`src/rtl/fifo_cascade_pkg.sv`:
```
package fifo_cascade_pkg;
  localparam int unsigned DEF_BANKS  = 4;
  localparam int unsigned DEF_DATA_W = 9;
endpackage

```
`src/rtl/rr_bank_ptr.sv`:
```
module rr_bank_ptr #(
  parameter int unsigned NUM_BANKS = 4,
  localparam int unsigned PTR_W = (NUM_BANKS > 1) ? $clog2(NUM_BANKS) : 1
) (
  input  logic             clk,
  input  logic             rst_n,
  input  logic             adv,
  output logic [PTR_W-1:0] ptr
);
  localparam logic [PTR_W-1:0] LAST = PTR_W'(NUM_BANKS - 1);

  logic [PTR_W-1:0] ptr_nxt;

  always_comb begin
    ptr_nxt = ptr;
    if (adv) begin
      ptr_nxt = (ptr == LAST) ? '0 : ptr + 1'b1;
    end
  end

  always_ff @(posedge clk or negedge rst_n) begin
    if (!rst_n) ptr <= '0;
    else        ptr <= ptr_nxt;
  end

  // one step per accepted transfer, with wrap
  a_r1_ptr_step: assert property (@(posedge clk) disable iff (!rst_n)
    adv |=> ptr == (($past(ptr) == LAST) ? '0 : $past(ptr) + 1'b1));
  // no movement without an accepted transfer
  a_r7_ptr_hold: assert property (@(posedge clk) disable iff (!rst_n)
    !adv |=> $stable(ptr));
endmodule

```
`src/rtl/bank_enable_dec.sv`:
```
module bank_enable_dec #(
  parameter int unsigned NUM_BANKS = 4,
  localparam int unsigned PTR_W = (NUM_BANKS > 1) ? $clog2(NUM_BANKS) : 1
) (
  input  logic [PTR_W-1:0]     sel,
  input  logic                 fire,
  output logic [NUM_BANKS-1:0] en,
  output logic [NUM_BANKS-1:0] en_n
);
  for (genvar i = 0; i < NUM_BANKS; i++) begin : g_bank
    assign en[i]   = fire && (sel == PTR_W'(i));
    assign en_n[i] = !(fire && (sel == PTR_W'(i)));
  end
endmodule

```
`src/rtl/bank_rdata_sel.sv`:
```
module bank_rdata_sel #(
  parameter int unsigned NUM_BANKS = 4,
  parameter int unsigned DATA_W    = 9,
  localparam int unsigned PTR_W = (NUM_BANKS > 1) ? $clog2(NUM_BANKS) : 1
) (
  input  logic                        clk,
  input  logic                        rst_n,
  input  logic                        rd_fire,
  input  logic [PTR_W-1:0]            rd_ptr,
  input  logic [NUM_BANKS*DATA_W-1:0] bank_rdata,
  output logic [DATA_W-1:0]           rd_data,
  output logic                        rd_valid
);
  logic [PTR_W-1:0] sel_q, sel_nxt;
  logic             vld_nxt;

  always_comb begin
    sel_nxt = sel_q;
    if (rd_fire) sel_nxt = rd_ptr;
    vld_nxt = rd_fire;
  end

  always_ff @(posedge clk or negedge rst_n) begin
    if (!rst_n) begin
      sel_q    <= '0;
      rd_valid <= 1'b0;
    end else begin
      sel_q    <= sel_nxt;
      rd_valid <= vld_nxt;
    end
  end

  always_comb begin
    rd_data = '0;
    for (int i = 0; i < NUM_BANKS; i++) begin
      if (sel_q == PTR_W'(i)) rd_data = bank_rdata[i*DATA_W +: DATA_W];
    end
  end

  // a word is presented exactly one cycle after each accepted read
  a_r2_valid_follows: assert property (@(posedge clk) disable iff (!rst_n)
    rd_fire |=> rd_valid);
  a_r2_no_spurious_valid: assert property (@(posedge clk) disable iff (!rst_n)
    !rd_fire |=> !rd_valid);
endmodule

```
`src/rtl/fifo_cascade_ctrl.sv`:
```
module fifo_cascade_ctrl
  import fifo_cascade_pkg::*;
#(
  parameter int unsigned NUM_BANKS = DEF_BANKS,
  parameter int unsigned DATA_W    = DEF_DATA_W,
  parameter int unsigned FLAG_BANK = 0
) (
  input  logic                        clk,
  input  logic                        rst_n,
  input  logic                        wr_req,
  input  logic                        rd_req,
  input  logic [NUM_BANKS-1:0]        bank_full,
  input  logic [NUM_BANKS-1:0]        bank_empty,
  input  logic [NUM_BANKS-1:0]        bank_afull,
  input  logic [NUM_BANKS-1:0]        bank_aempty,
  input  logic [NUM_BANKS*DATA_W-1:0] bank_rdata,
  output logic [NUM_BANKS-1:0]        bank_wen,
  output logic [NUM_BANKS-1:0]        bank_wen_n,
  output logic [NUM_BANKS-1:0]        bank_ren,
  output logic [NUM_BANKS-1:0]        bank_ren_n,
  output logic                        wr_accept,
  output logic                        rd_accept,
  output logic [DATA_W-1:0]           rd_data,
  output logic                        rd_valid,
  output logic                        full,
  output logic                        empty,
  output logic                        almost_full,
  output logic                        almost_empty
);
  localparam int unsigned PTR_W = (NUM_BANKS > 1) ? $clog2(NUM_BANKS) : 1;

  logic [PTR_W-1:0] wr_ptr, rd_ptr;

  always_comb begin
    full         = bank_full[wr_ptr];
    empty        = bank_empty[rd_ptr];
    almost_full  = bank_afull[FLAG_BANK];
    almost_empty = bank_aempty[FLAG_BANK];
    wr_accept    = wr_req && !full;
    rd_accept    = rd_req && !empty;
  end

  rr_bank_ptr #(.NUM_BANKS(NUM_BANKS)) u_wr_ptr (
    .clk(clk), .rst_n(rst_n), .adv(wr_accept), .ptr(wr_ptr));

  rr_bank_ptr #(.NUM_BANKS(NUM_BANKS)) u_rd_ptr (
    .clk(clk), .rst_n(rst_n), .adv(rd_accept), .ptr(rd_ptr));

  bank_enable_dec #(.NUM_BANKS(NUM_BANKS)) u_wr_dec (
    .sel(wr_ptr), .fire(wr_accept), .en(bank_wen), .en_n(bank_wen_n));

  bank_enable_dec #(.NUM_BANKS(NUM_BANKS)) u_rd_dec (
    .sel(rd_ptr), .fire(rd_accept), .en(bank_ren), .en_n(bank_ren_n));

  bank_rdata_sel #(.NUM_BANKS(NUM_BANKS), .DATA_W(DATA_W)) u_rsel (
    .clk(clk), .rst_n(rst_n), .rd_fire(rd_accept), .rd_ptr(rd_ptr),
    .bank_rdata(bank_rdata), .rd_data(rd_data), .rd_valid(rd_valid));

  // one bank per direction
  a_r3_one_wr_bank: assert property (@(posedge clk) disable iff (!rst_n)
    $onehot0(bank_wen));
  a_r3_one_rd_bank: assert property (@(posedge clk) disable iff (!rst_n)
    $onehot0(bank_ren));
  // the two lines of a pair never both claim activity
  a_r4_pair_wr: assert property (@(posedge clk) disable iff (!rst_n)
    (bank_wen & ~bank_wen_n) == bank_wen);
  // a full bank is never written, an empty bank never read
  a_r7_no_wr_full: assert property (@(posedge clk) disable iff (!rst_n)
    (bank_wen & bank_full) == '0);
  a_r7_no_rd_empty: assert property (@(posedge clk) disable iff (!rst_n)
    (bank_ren & bank_empty) == '0);
endmodule

```
`config.mk`:
```
export PLATFORM = sky130hd
export DESIGN_NAME = fifo_cascade_ctrl
export DESIGN_NICKNAME = d
export VERILOG_FILES = /design/src/rtl/fifo_cascade_pkg.sv /design/src/rtl/rr_bank_ptr.sv /design/src/rtl/bank_enable_dec.sv /design/src/rtl/bank_rdata_sel.sv /design/src/rtl/fifo_cascade_ctrl.sv
export SDC_FILE = /design/constraint.sdc
export NUM_CORES = 1
export LEC_CHECK = 0
export BUFFER_PORTS_ARGS = -buffer_cell sky130_fd_sc_hd__buf_4
export CAP_MARGIN = 20
export CELL_PAD_IN_SITES_DETAIL_PLACEMENT = 0
export CELL_PAD_IN_SITES_GLOBAL_PLACEMENT = 2
export CORE_ASPECT_RATIO = 0.6
export CORE_UTILIZATION = 17
export CTS_CLUSTER_DIAMETER = 60
export CTS_CLUSTER_SIZE = 8
export DETAILED_ROUTE_END_ITERATION = 6
export PLACE_DENSITY = 0.76
export SETUP_SLACK_MARGIN = 0.5
export SLEW_MARGIN = 20
export SYNTH_ARGS = -nofsm -noshare
export SYNTH_HDL_FRONTEND = slang
export SYNTH_SLANG_ARGS = --single-unit
```
`constraint.sdc`:
```
create_clock -name clk -period 1.7 [get_ports clk]
set_input_delay 0.255 -clock clk [delete_from_list [all_inputs] [get_ports clk]]
set_output_delay 0.255 -clock clk [all_outputs]
set_load 0.1 [all_outputs]
```
### Word-level counts from Yosys, hierarchy flattened

Cells that the tools add are included.

* add/subtract/negate cells: 2
* order comparisons: 2
* equal/unequal tests: 9
* mux-type cells: 10
* reductions and logical operators: 23

Operators with widths (count)
* $mux 9: 4
* $eq 2x2->1 const B: 6
* $logic_and 1x1->1: 10
* $logic_not 1->1: 10
* $eq 2x1->1 const B: 3
* $logic_not 2->1: 3
* $lt 2x3->1 const B: 2
* $add 2x1->2 const B: 2
* $bmux 1 s2: 2
* $mux 2: 2
* $mux 1: 2

* register bits: 7
* input bits: 56
* output and inout bits: 32
* logic and storage cells: 50

### Longest topological paths before layout

Gate-level depths: netlist of run 1.

* depth after elaboration: 6
* mapped depth: 4
* depth with buffers taken out: 3

### Hierarchy

A second synthesis of run 1 with hierarchy kept.

* cell total of the unflattened synthesis: 52
* area total of the unflattened synthesis: 701.9 um^2

Modules (own cells, without submodules)
* bank_rdata_sel: times used 1, cells each 16, area each 316.6 um^2, sequential area each 75.1 um^2
* rr_bank_ptr: times used 2, cells each 6, area each 88.8 um^2, sequential area each 50.0 um^2
* bank_enable_dec: times used 2, cells each 8, area each 63.8 um^2, sequential area each 0.0 um^2
* fifo_cascade_ctrl: times used 1, cells each 8, area each 80.1 um^2, sequential area each 0.0 um^2

### Worst setup path before layout of run 1

OpenSTA, ideal clock, no wires.

* path kind: register to output
* start point: register u_rd_ptr.ptr[1]
* end point: output empty
* arrival: 2223 ps
* required time: 1445 ps
* path slack: -778 ps
* stages on the path, launching flop included: 4
* path buffers: 0
* path through: dfrtp_1 > mux2_2 > nor2_1 > a21oi_1

* cells in the longest elaborated chain, start to end: 2

Ends and longest elaborated chain
* start: declaration: line rr_bank_ptr.sv:8 `output logic [PTR_W-1:0] ptr`
* start signal: assignment: line rr_bank_ptr.sv:23 `else ptr <= ptr_nxt;`
* $bmux 1 s2: line fifo_cascade_ctrl.sv:36 `empty = bank_empty[rd_ptr];`
* $mux 1 (not written as such): line fifo_cascade_ctrl.sv:36
* end: declaration: line fifo_cascade_ctrl.sv:26 `output logic empty,`

Every way passes these cells. The select of a mux whose other input is x is not followed.

### Worst setup path in the final report of run 1

* start point: register u_rd_ptr.ptr[1]
* end point: output bank_ren_n[0]

* cells in the longest elaborated chain, start to end: 6
* elaborated cells on any way between the ends: 7
* those cells by class: mux (2); reduce/logical (5)

Ends and longest elaborated chain
* $bmux 1 s2: line fifo_cascade_ctrl.sv:36
* $mux 1 (not written as such): line fifo_cascade_ctrl.sv:36
* $logic_not 1->1: line fifo_cascade_ctrl.sv:40 `rd_accept = rd_req && !empty;`
* $logic_and 1x1->1: line fifo_cascade_ctrl.sv:40
* $logic_and 1x1->1 *: line bank_enable_dec.sv:12 `assign en_n[i] = !(fire && (sel == PTR_W'(i)));`
* $logic_not 1->1 *: line bank_enable_dec.sv:12
* end: declaration: line fifo_cascade_ctrl.sv:20 `output logic [NUM_BANKS-1:0] bank_ren_n,`

Mark *: on every way between the ends. The rest lies on a longest branch, timed or not. The select of a mux whose other input is x is not followed.

==> run metrics, run 1 <==
status finished, violations left; violated checks negative setup slack; Diodes inserted 0; Critical Path Fanout Max 8; Rows 19; Worst-path clk slew 0.04 ns; initial antenna violation count 0; synthesized cell area 830 um^2; number of vias per cell 4.04; first-pass iteration count of the detailed router 3; crit path capture type output port; synth warn 0; Synth async-reset ratio 100%; Worst slew margin 70.0%; Critical Path RT 1.44 ns; syn nets 139; Overflow after GRT 0; wire per inst 13.5 um; final WL 3.14 mm; DP HPWL 2.27 mm; Detail Route Antenna Nets 0; Clock Skews 0.000521 ns; Initial Utilization 17.9%; max-slew violations 0; type of the most critical hold path in2async; clk buf depth 2; first-pass GRT wire length 5.24 mm; top cells by area, synth mux4_2 (24%), dfrtp_1 (21%), ha_1 (12%), mux2_2 (8.1%), and2_1 (6.8%); die height 56.1 um; TritonCTS Buffers 3; Area growth syn-to-layout 157%; final worst path period need 1.92 ns; Worst setup SP type flip-flop; M1 wire length 1.34 mm; I/O Buffers 77; Synth Area per Inst 11.1 um^2; Critical Path, Cell by Cell mux2_4, o2bb2ai_4, buf_6, nand2_4, buf_12; EDFF count, synth 0; slew of the pin with the lowest slew margin 0.450 ns; top-count cell post-synth nand2_1; fin worst setup slack -0.219 ns; Distinct cells, synth 19; clock sinks 7; Syn Inst Count 75; worst skew pair latency 0.22 ns; Crit path arrival time 1.66 ns; die area 0.00517 mm^2; metal3 WL 223 um; Worst path slowest cell dfrtp_2; critical path type reg2out; slowest stage delay, CP 0.43 ns; Die X-Extent 92.2 um; top cells by count, synth nand2_1 (11), and2_1 (9), mux4_2 (9); MaxCap Viol Count 0; share of the yosys chip area belonging to registers 21.1%; share of layout cells above drive strength 1 82.9%; Top Metal Used met4; CTS root buffer clkbuf_8; Tot GR Track Use 13.2%; nets@finish 235; Met2 Routed Length 1.56 mm; drt drc 0; initial DRC count 21; fin crit share 113%; vias in the first global route 1025; core area 0.00464 mm^2; final count of hold timing violations 0; I/O pin count 88; RSZ-0062 raised after global routing true; Finished Core Util 46.0%; H-tree levels 1; pin count of the biggest net entering global routing 11; prevailing post-synth register cell dfrtp_1; CTS tree yes; Yosys reg bits 7; area leader, netlist mux4_2; Synth top area share 24.4%; routability cong. 0.733; Final setup viols 30; Vias 942; Achievable Freq 521 MHz; final setup TNS -3.82 ns
[what timing repair did]
item / CTS / global route
setup buffers: 4 / 0
resized for setup: 76 / 16
pin swaps: 4 / 7
endpoints found under the setup margin: 36 / 36
cloned: 1 / 0
endpoints found under the hold margin: 7 / 0
hold buffers: 1 / 0
[path summary, 6_finish.rpt]
check | start | end | slack, ns | depth (start not counted)
setup / recovery | u_rd_ptr.ptr[1] | bank_ren_n[0] | -0.22 | 5
hold / removal | rst_n | u_rd_ptr.ptr[0] | 0.38 | 2
setup reg to reg | u_wr_ptr.ptr[1] | u_wr_ptr.ptr[0] | -0.01 | 5
hold reg to reg | u_rsel.sel_q[0] | u_rsel.sel_q[0] | 0.70 | 3
max in group asynchronous | rst_n | u_rd_ptr.ptr[1] | 1.19 | 2
min in group clk | rd_req | u_rsel.sel_q[0] | 0.43 | 4
[cell families after synthesis]
| group | share of synthesized area, % |
|---|---|
| AND/OR/NAND/NOR | 16.0 |
| buffers and inverters | 7.39 |
| flip-flops | 21.1 |
| AO/OA/AOI/OAI | 6.03 |
| adder cells (fa/ha/maj) | 12.1 |
| multiplexers | 37.4 |
[registers in the layout, summed over array words and instances (netlist names)]
register,cells
u_rd_ptr.ptr,2
u_rsel.sel_q,2
u_rsel.rd_valid,1
u_wr_ptr.ptr,2
[critical path: cells and delay by family (launching register included)]
family,cells,cell delay [ns]
compound gates,1,0.27
buf+inv,2,0.34
simple gates,1,0.06
mux,1,0.33
flops,1,0.43
[per-layer routing]
metal / vias to the layer above / track usage (%)
met1: 447 / 16.9
met2: 38 / 22.2
li1: 455 / -
met4: 0 / 2.90
met5: - / 0
met3: 2 / 3.55
[cells in the final DEF, fill, tap and decap left out, drive strengths merged, types with 2 or more instances in the layout]
cell type  instances
buf               95
nand2b             2
nor2               6
clkbuf             5
mux2               8
nand2             11
dfrtp              7
mux4               9
inv                4
ha                 8
and2               9
[layout make-up]
type                    instances  area, um^2
clock buffers                   4        45.0
fillers                       438        2500
inverters                       4        15.0
multi-input cells              58         741
flip-flops and latches          7         178
well taps                      63        78.8
repair buffers                 97        1070
[per-stage QoR]
stage,std cells,worst slack [ns],hold slack (ns),area [um^2]
final,233,-0.219,0.381,2130
after global routing,233,-0.299,0.405,2130
after CTS,233,-0.218,0.375,2070
after detailed placement,223,-0.0372,0.0734,1650
after global placement,223,-0.0217,0.0716,1650
after floorplan,75,-0.0690,-0.0406,941
Power of run 1 is left out: the tool's default activity adds up to more than one toggle a clock period on the data nets, which glitch-free logic cannot reach.
==> run 2, diff against run 1 <==
Settings changed: CORE_UTILIZATION 17 to 16, PLACE_DENSITY 0.76 to 0.78, SYNTH_HIERARCHICAL set to 1.
==> run metrics, run 2 <==
Die X-Extent 87.5 um; Post-Synth XOR/XNOR Area 0%; slowest stage delay, CP 0.55 ns; wire per inst 13.2 um; worst skew pair latency 0.23 ns; Largest regs u_rd_ptr/ptr (2), u_rsel/sel_q (2), u_wr_ptr/ptr (2); Critical Path RT 1.44 ns; crit path launch u_rd_ptr/ptr[0]; fin crit share 125%; most common cell after layout, fill and taps aside buf_4; Worst-path clk slew 0.04 ns; top cells by area, synth mux4_2 (35%), dfrtp_1 (25%), mux2_2 (9.6%), and3b_2 (5.7%), nand3b_1 (4.3%); MaxCap Viol Count 0; Achievable Freq 471 MHz; Detail Route Antenna Nets 0; EDFF count, synth 0; share of the yosys chip area belonging to registers 25.0%; first-pass iteration count of the detailed router 2; Synth top area share 35.3%; final setup TNS -7.06 ns; fin worst setup slack -0.423 ns; first-pass GRT wire length 3.88 mm; top-count cell post-synth mux4_2; die height 53.3 um; Clock Skews 0.00214 ns; core area 0.00417 mm^2; clk buf depth 2; Synth Area per Inst 13.5 um^2; Critical Path, Cell by Cell mux4_2, nor2_4, or3b_4, buf_12; type of the most critical hold path in2async; total placed cells including tap cells 198; Crit path max-delay family multiplexers; mux cell area share after synthesis 44.9%; Synth async-reset ratio 100%; initial antenna violation count 0; prevailing post-synth register cell dfrtp_1; Overflow after GRT 0; CTS root buffer clkbuf_8; initial DRC count 5; TritonCTS Buffers 3; Initial Utilization 16.8%; synthesized-area fraction occupied by adder cells 3.57%; Final setup viols 33; clock sinks 7; Distinct cells, synth 16; WP buf/inv 1; top cells by count, synth mux4_2 (11), dfrtp_1 (7), mux2_2 (6); crit path capture type output port; syn nets 110; critical path type reg2out; share of layout cells above drive strength 1 89.6%; I/O Buffers 77; synth warn 6; FF-to-FF Start u_rd_ptr/ptr[0]; Critical Path Fanout Max 3; Rows 18; Tot GR Track Use 11.3%; main combinational cell family by area after synthesis multiplexers; die area 0.00466 mm^2; Simple-Gate Fraction of Synth Area 21.0%; Syn Inst Count 52; Cell Count, Final, Fillers Out 214; RSZ-0062 raised after global routing true; nets@finish 213; Diodes inserted 0; Top Metal Used met4; final WL 2.82 mm; number of vias per cell 4.08; I/O pin count 88; Worst setup SP type flip-flop; final count of hold timing violations 0; M1 wire length 1.04 mm; slew of the pin with the lowest slew margin 0.397 ns; Area growth syn-to-layout 180%; area leader, netlist mux4_2; Worst path slowest cell mux4_2; H-tree levels 1; most frequent cells in the layout buf_4 (60), buf_6 (22), buf_12 (18), mux4_2 (11); drt drc 0; max-slew violations 0; metal3 WL 268 um; violated checks negative setup slack; synthesized cell area 702 um^2; Worst slew margin 73.5%; Vias 874; Met2 Routed Length 1.51 mm; vias in the first global route 820; Yosys reg bits 7; fillers 378; Crit path arrival time 1.87 ns; routability cong. 0.669; final worst path period need 2.12 ns; CTS tree yes; status finished, violations left; pin count of the biggest net entering global routing 13; compound-gate portion of the synthesized area 0%
==> run 2: cell families (layout without fill, tap and decap cells) <==
kind of cell  Yosys count  after routing
simple gates           20             20
buf+inv                 6            108
fa+ha+maj               2              2
mux                    17             17
flops                   7              7
==> run 2: worst paths after layout <==
kind,endpoint,slack (ns),cells past startpoint
worst max-delay path,bank_ren_n[0],-0.42,4
worst min-delay path,u_rsel/rd_valid,0.38,2
max in group asynchronous,u_rsel/sel_q[0],1.18,2
min in group clk,almost_empty,0.51,0
worst max register to register,u_rd_ptr/ptr[1],-0.25,8
worst min register to register,u_wr_ptr/ptr[1],0.72,2
==> run 2: final cells by class <==
| type | instances | area, um^2 | area share [%] |
|---|---|---|---|
| repair buffers | 102 | 1090 | 55.7 |
| multi-input cells | 39 | 563 | 28.7 |
| flip-flops and latches | 7 | 179 | 9.11 |
| well taps | 60 | 75.1 | 3.82 |
| clock buffers | 4 | 45.0 | 2.29 |
| inverters | 2 | 7.51 | 0.382 |
==> run 2: per-stage QoR <==
step                hold WS [ns]  instance area, um^2  setup slack (ns)  utilization, %
floorplan                -0.0406                  753             -1.52               -
global placement          0.0758                 1490            -0.226            35.6
detailed placement        0.0780                 1490            -0.247            35.6
CTS                        0.387                 1920            -0.396            46.1
global route               0.395                 1960            -0.458            47.1
finish                     0.384                 1960            -0.423            47.1
==> run 2: repair_timing <==
action	CTS	global route
gates resized for setup	75	7
pin swaps	2	0
gates cloned	1	0
endpoints found under the setup margin	36	36
hold buffers	1	0
hold endpoints to repair	7	0
setup buffers	7	3
==> run 2: routing by layer <==
metal  up-vias  global-route usage, %
met3         2                   4.52
met1       423                   12.3
met5         -                      0
met4         0                   1.91
li1        411                      -
met2        38                   21.1
Power of run 2 is left out for the same reason.
==> run 3, diff against run 2 <==
Settings changed: ABC_AREA set to 1, CORE_UTILIZATION 16 to 14, PLACE_DENSITY 0.78 to 0.76.
==> run metrics, run 3 <==
violated checks negative setup slack; FF-to-FF Start u_rd_ptr/ptr[0]; final instance area 0.00237 mm^2; Largest regs u_rd_ptr/ptr (2), u_rsel/sel_q (2), u_wr_ptr/ptr (2); crit path capture type output port; EDFF count, synth 0; Crit path arrival time 1.55 ns; Distinct cells, synth 15; Finished Core Util 42.5%; synth warn 6; pre-CTS setup slack 0.00571 ns; Reg2Reg Setup Slack 0.16 ns; Worst-path clk slew 0.04 ns; top cells by count, synth nand3_1 (39), nand2_1 (35), inv_1 (22); MaxCap Viol Count 0; Area growth syn-to-layout 192%; I/O Buffers 77; drt drc 0; Tot GR Track Use 11.0%; Critical Path RT 1.44 ns; H-tree levels 1; Synth top area share 24.1%; share of layout cells above drive strength 1 67.0%; worst r2r path cells 11; Register Area 180 um^2; RSZ-0062 raised after global routing true; most common cell after layout, fill and taps aside buf_4; wire per inst 10.8 um; worst r2r dst u_rd_ptr/ptr[0]; worst skew pair latency 0.22 ns; Cell Count, Final, Fillers Out 313; type of the most critical hold path in2async; first-pass GRT wire length 5.30 mm; fin crit share 106%; Vias 1262; die area 0.00611 mm^2; final worst path period need 1.80 ns; first-pass iteration count of the detailed router 4; die height 60.9 um; DP HPWL 2.42 mm; critical path type reg2out; nets@finish 292; Detail Route Antenna Nets 0; TritonCTS Buffers 3; most frequent cells in the layout buf_4 (59), buf_12 (27), nand2_1 (23), inv_1 (17), nand3_1 (17); Synth async-reset ratio 100%; initial antenna violation count 0; DP Area 0.00174 mm^2; CTS tree yes; fin worst setup slack -0.104 ns; prevailing post-synth register cell dfrtp_1; CTS root buffer clkbuf_8; I/O pin count 88; Die X-Extent 100 um; status finished, violations left; routability cong. 0.673; Final setup viols 16; final WL 3.38 mm; Yosys reg bits 7; fillers 573; Initial Utilization 14.6%; area leader, netlist nand3_1; Synth Area per Inst 5.92 um^2; area of the multi-input gates 806 um^2; total placed cells including tap cells 301; top cells by area, synth nand3_1 (24%), dfrtp_1 (22%), nand2_1 (16%), inv_1 (10%), nand4_1 (6.9%); vias in the first global route 1155; pin count of the biggest net entering global routing 19; Rows 21; Worst slew margin 81.6%; share of the yosys chip area belonging to registers 21.6%; core area 0.00557 mm^2; Critical Path Fanout Max 6; slew of the pin with the lowest slew margin 0.279 ns; Overflow after GRT 0; number of vias per cell 4.03; syn nets 195; clock sinks 7; Diodes inserted 0; max-slew violations 0; top-count cell post-synth nand3_1; initial DRC count 30; final count of hold timing violations 0; Clock Skews 0.00372 ns; Achievable Freq 554 MHz; Syn Inst Count 137; Worst setup SP type flip-flop; clk buf depth 2; synthesized cell area 811 um^2
==> run 3: worst max-delay path: stages (launching register included) <==
cell     delay (ns)
dfrtp_2        0.43
inv_2          0.08
nand2_2        0.06
nand3_4        0.08
nand2_8        0.07
nor2_4         0.10
buf_12         0.14
buf_8          0.11
nand3_4        0.08
buf_12         0.18
==> run 3: how the worst max path moves through the flow <==
stage          depth (start not counted)  slack [ns]             from            end
6_report                               9       -0.10  u_wr_ptr/ptr[0]  bank_wen_n[2]
5_1_grt                                8       -0.18  u_rd_ptr/ptr[0]  bank_ren_n[1]
4_1_cts                                8       -0.08  u_rd_ptr/ptr[0]  bank_ren_n[0]
3_5_place_dp                           8       0.006  u_rd_ptr/ptr[0]    bank_ren[1]
3_3_place_gp                           8       0.007  u_rd_ptr/ptr[0]    bank_ren[1]
2_1_floorplan                          6       -1.16  u_rd_ptr/ptr[0]    bank_ren[3]
==> run 3: logic make-up (layout without fill, tap and decap cells) <==
kind of cell,Yosys count,after routing,synth area share [%]
DFF,7,7,21.6
AOI/OAI and AO/OA,2,2,1.23
and+or+nand+nor,96,96,56.5
adders and majority gates,2,2,3.09
buffers and inverters,30,126,17.6
==> run 3: metal layers <==
metal,global-route usage [%],share of wire [%]
met1,14.3,45
met2,17.9,46
met3,2.65,7.7
met4,4.35,0.80
met5,0,0
==> run 3: layout make-up <==
type,count,share of cell area [%]
Clock buffer,4,1.90
Multi-Input combinational cell,100,34.0
Inverter,24,4.44
Tap cell,80,4.23
Sequential cell,7,7.61
Timing Repair Buffer,98,47.8
==> run 3: what timing repair did <==
item                                    CTS  global route
hold endpoints to repair                  7             0
endpoints found under the setup margin   35            36
gates resized for setup                 102            20
buffers inserted                          6             1
hold buffers                              1             0
pin swaps                                15            13
==> run 3: metrics by stage <==
| stage | setup TNS, ns | hold WS (ns) |
|---|---|---|
| 6_report | -1.17 | 0.382 |
| 5_1_grt | -2.53 | 0.398 |
| 4_1_cts | -0.981 | 0.381 |
| 3_5_place_dp | 0 | 0.0741 |
| 3_3_place_gp | 0 | 0.0703 |
| 2_1_floorplan | -16.02 | -0.0406 |
Power of run 3 is left out for the same reason.
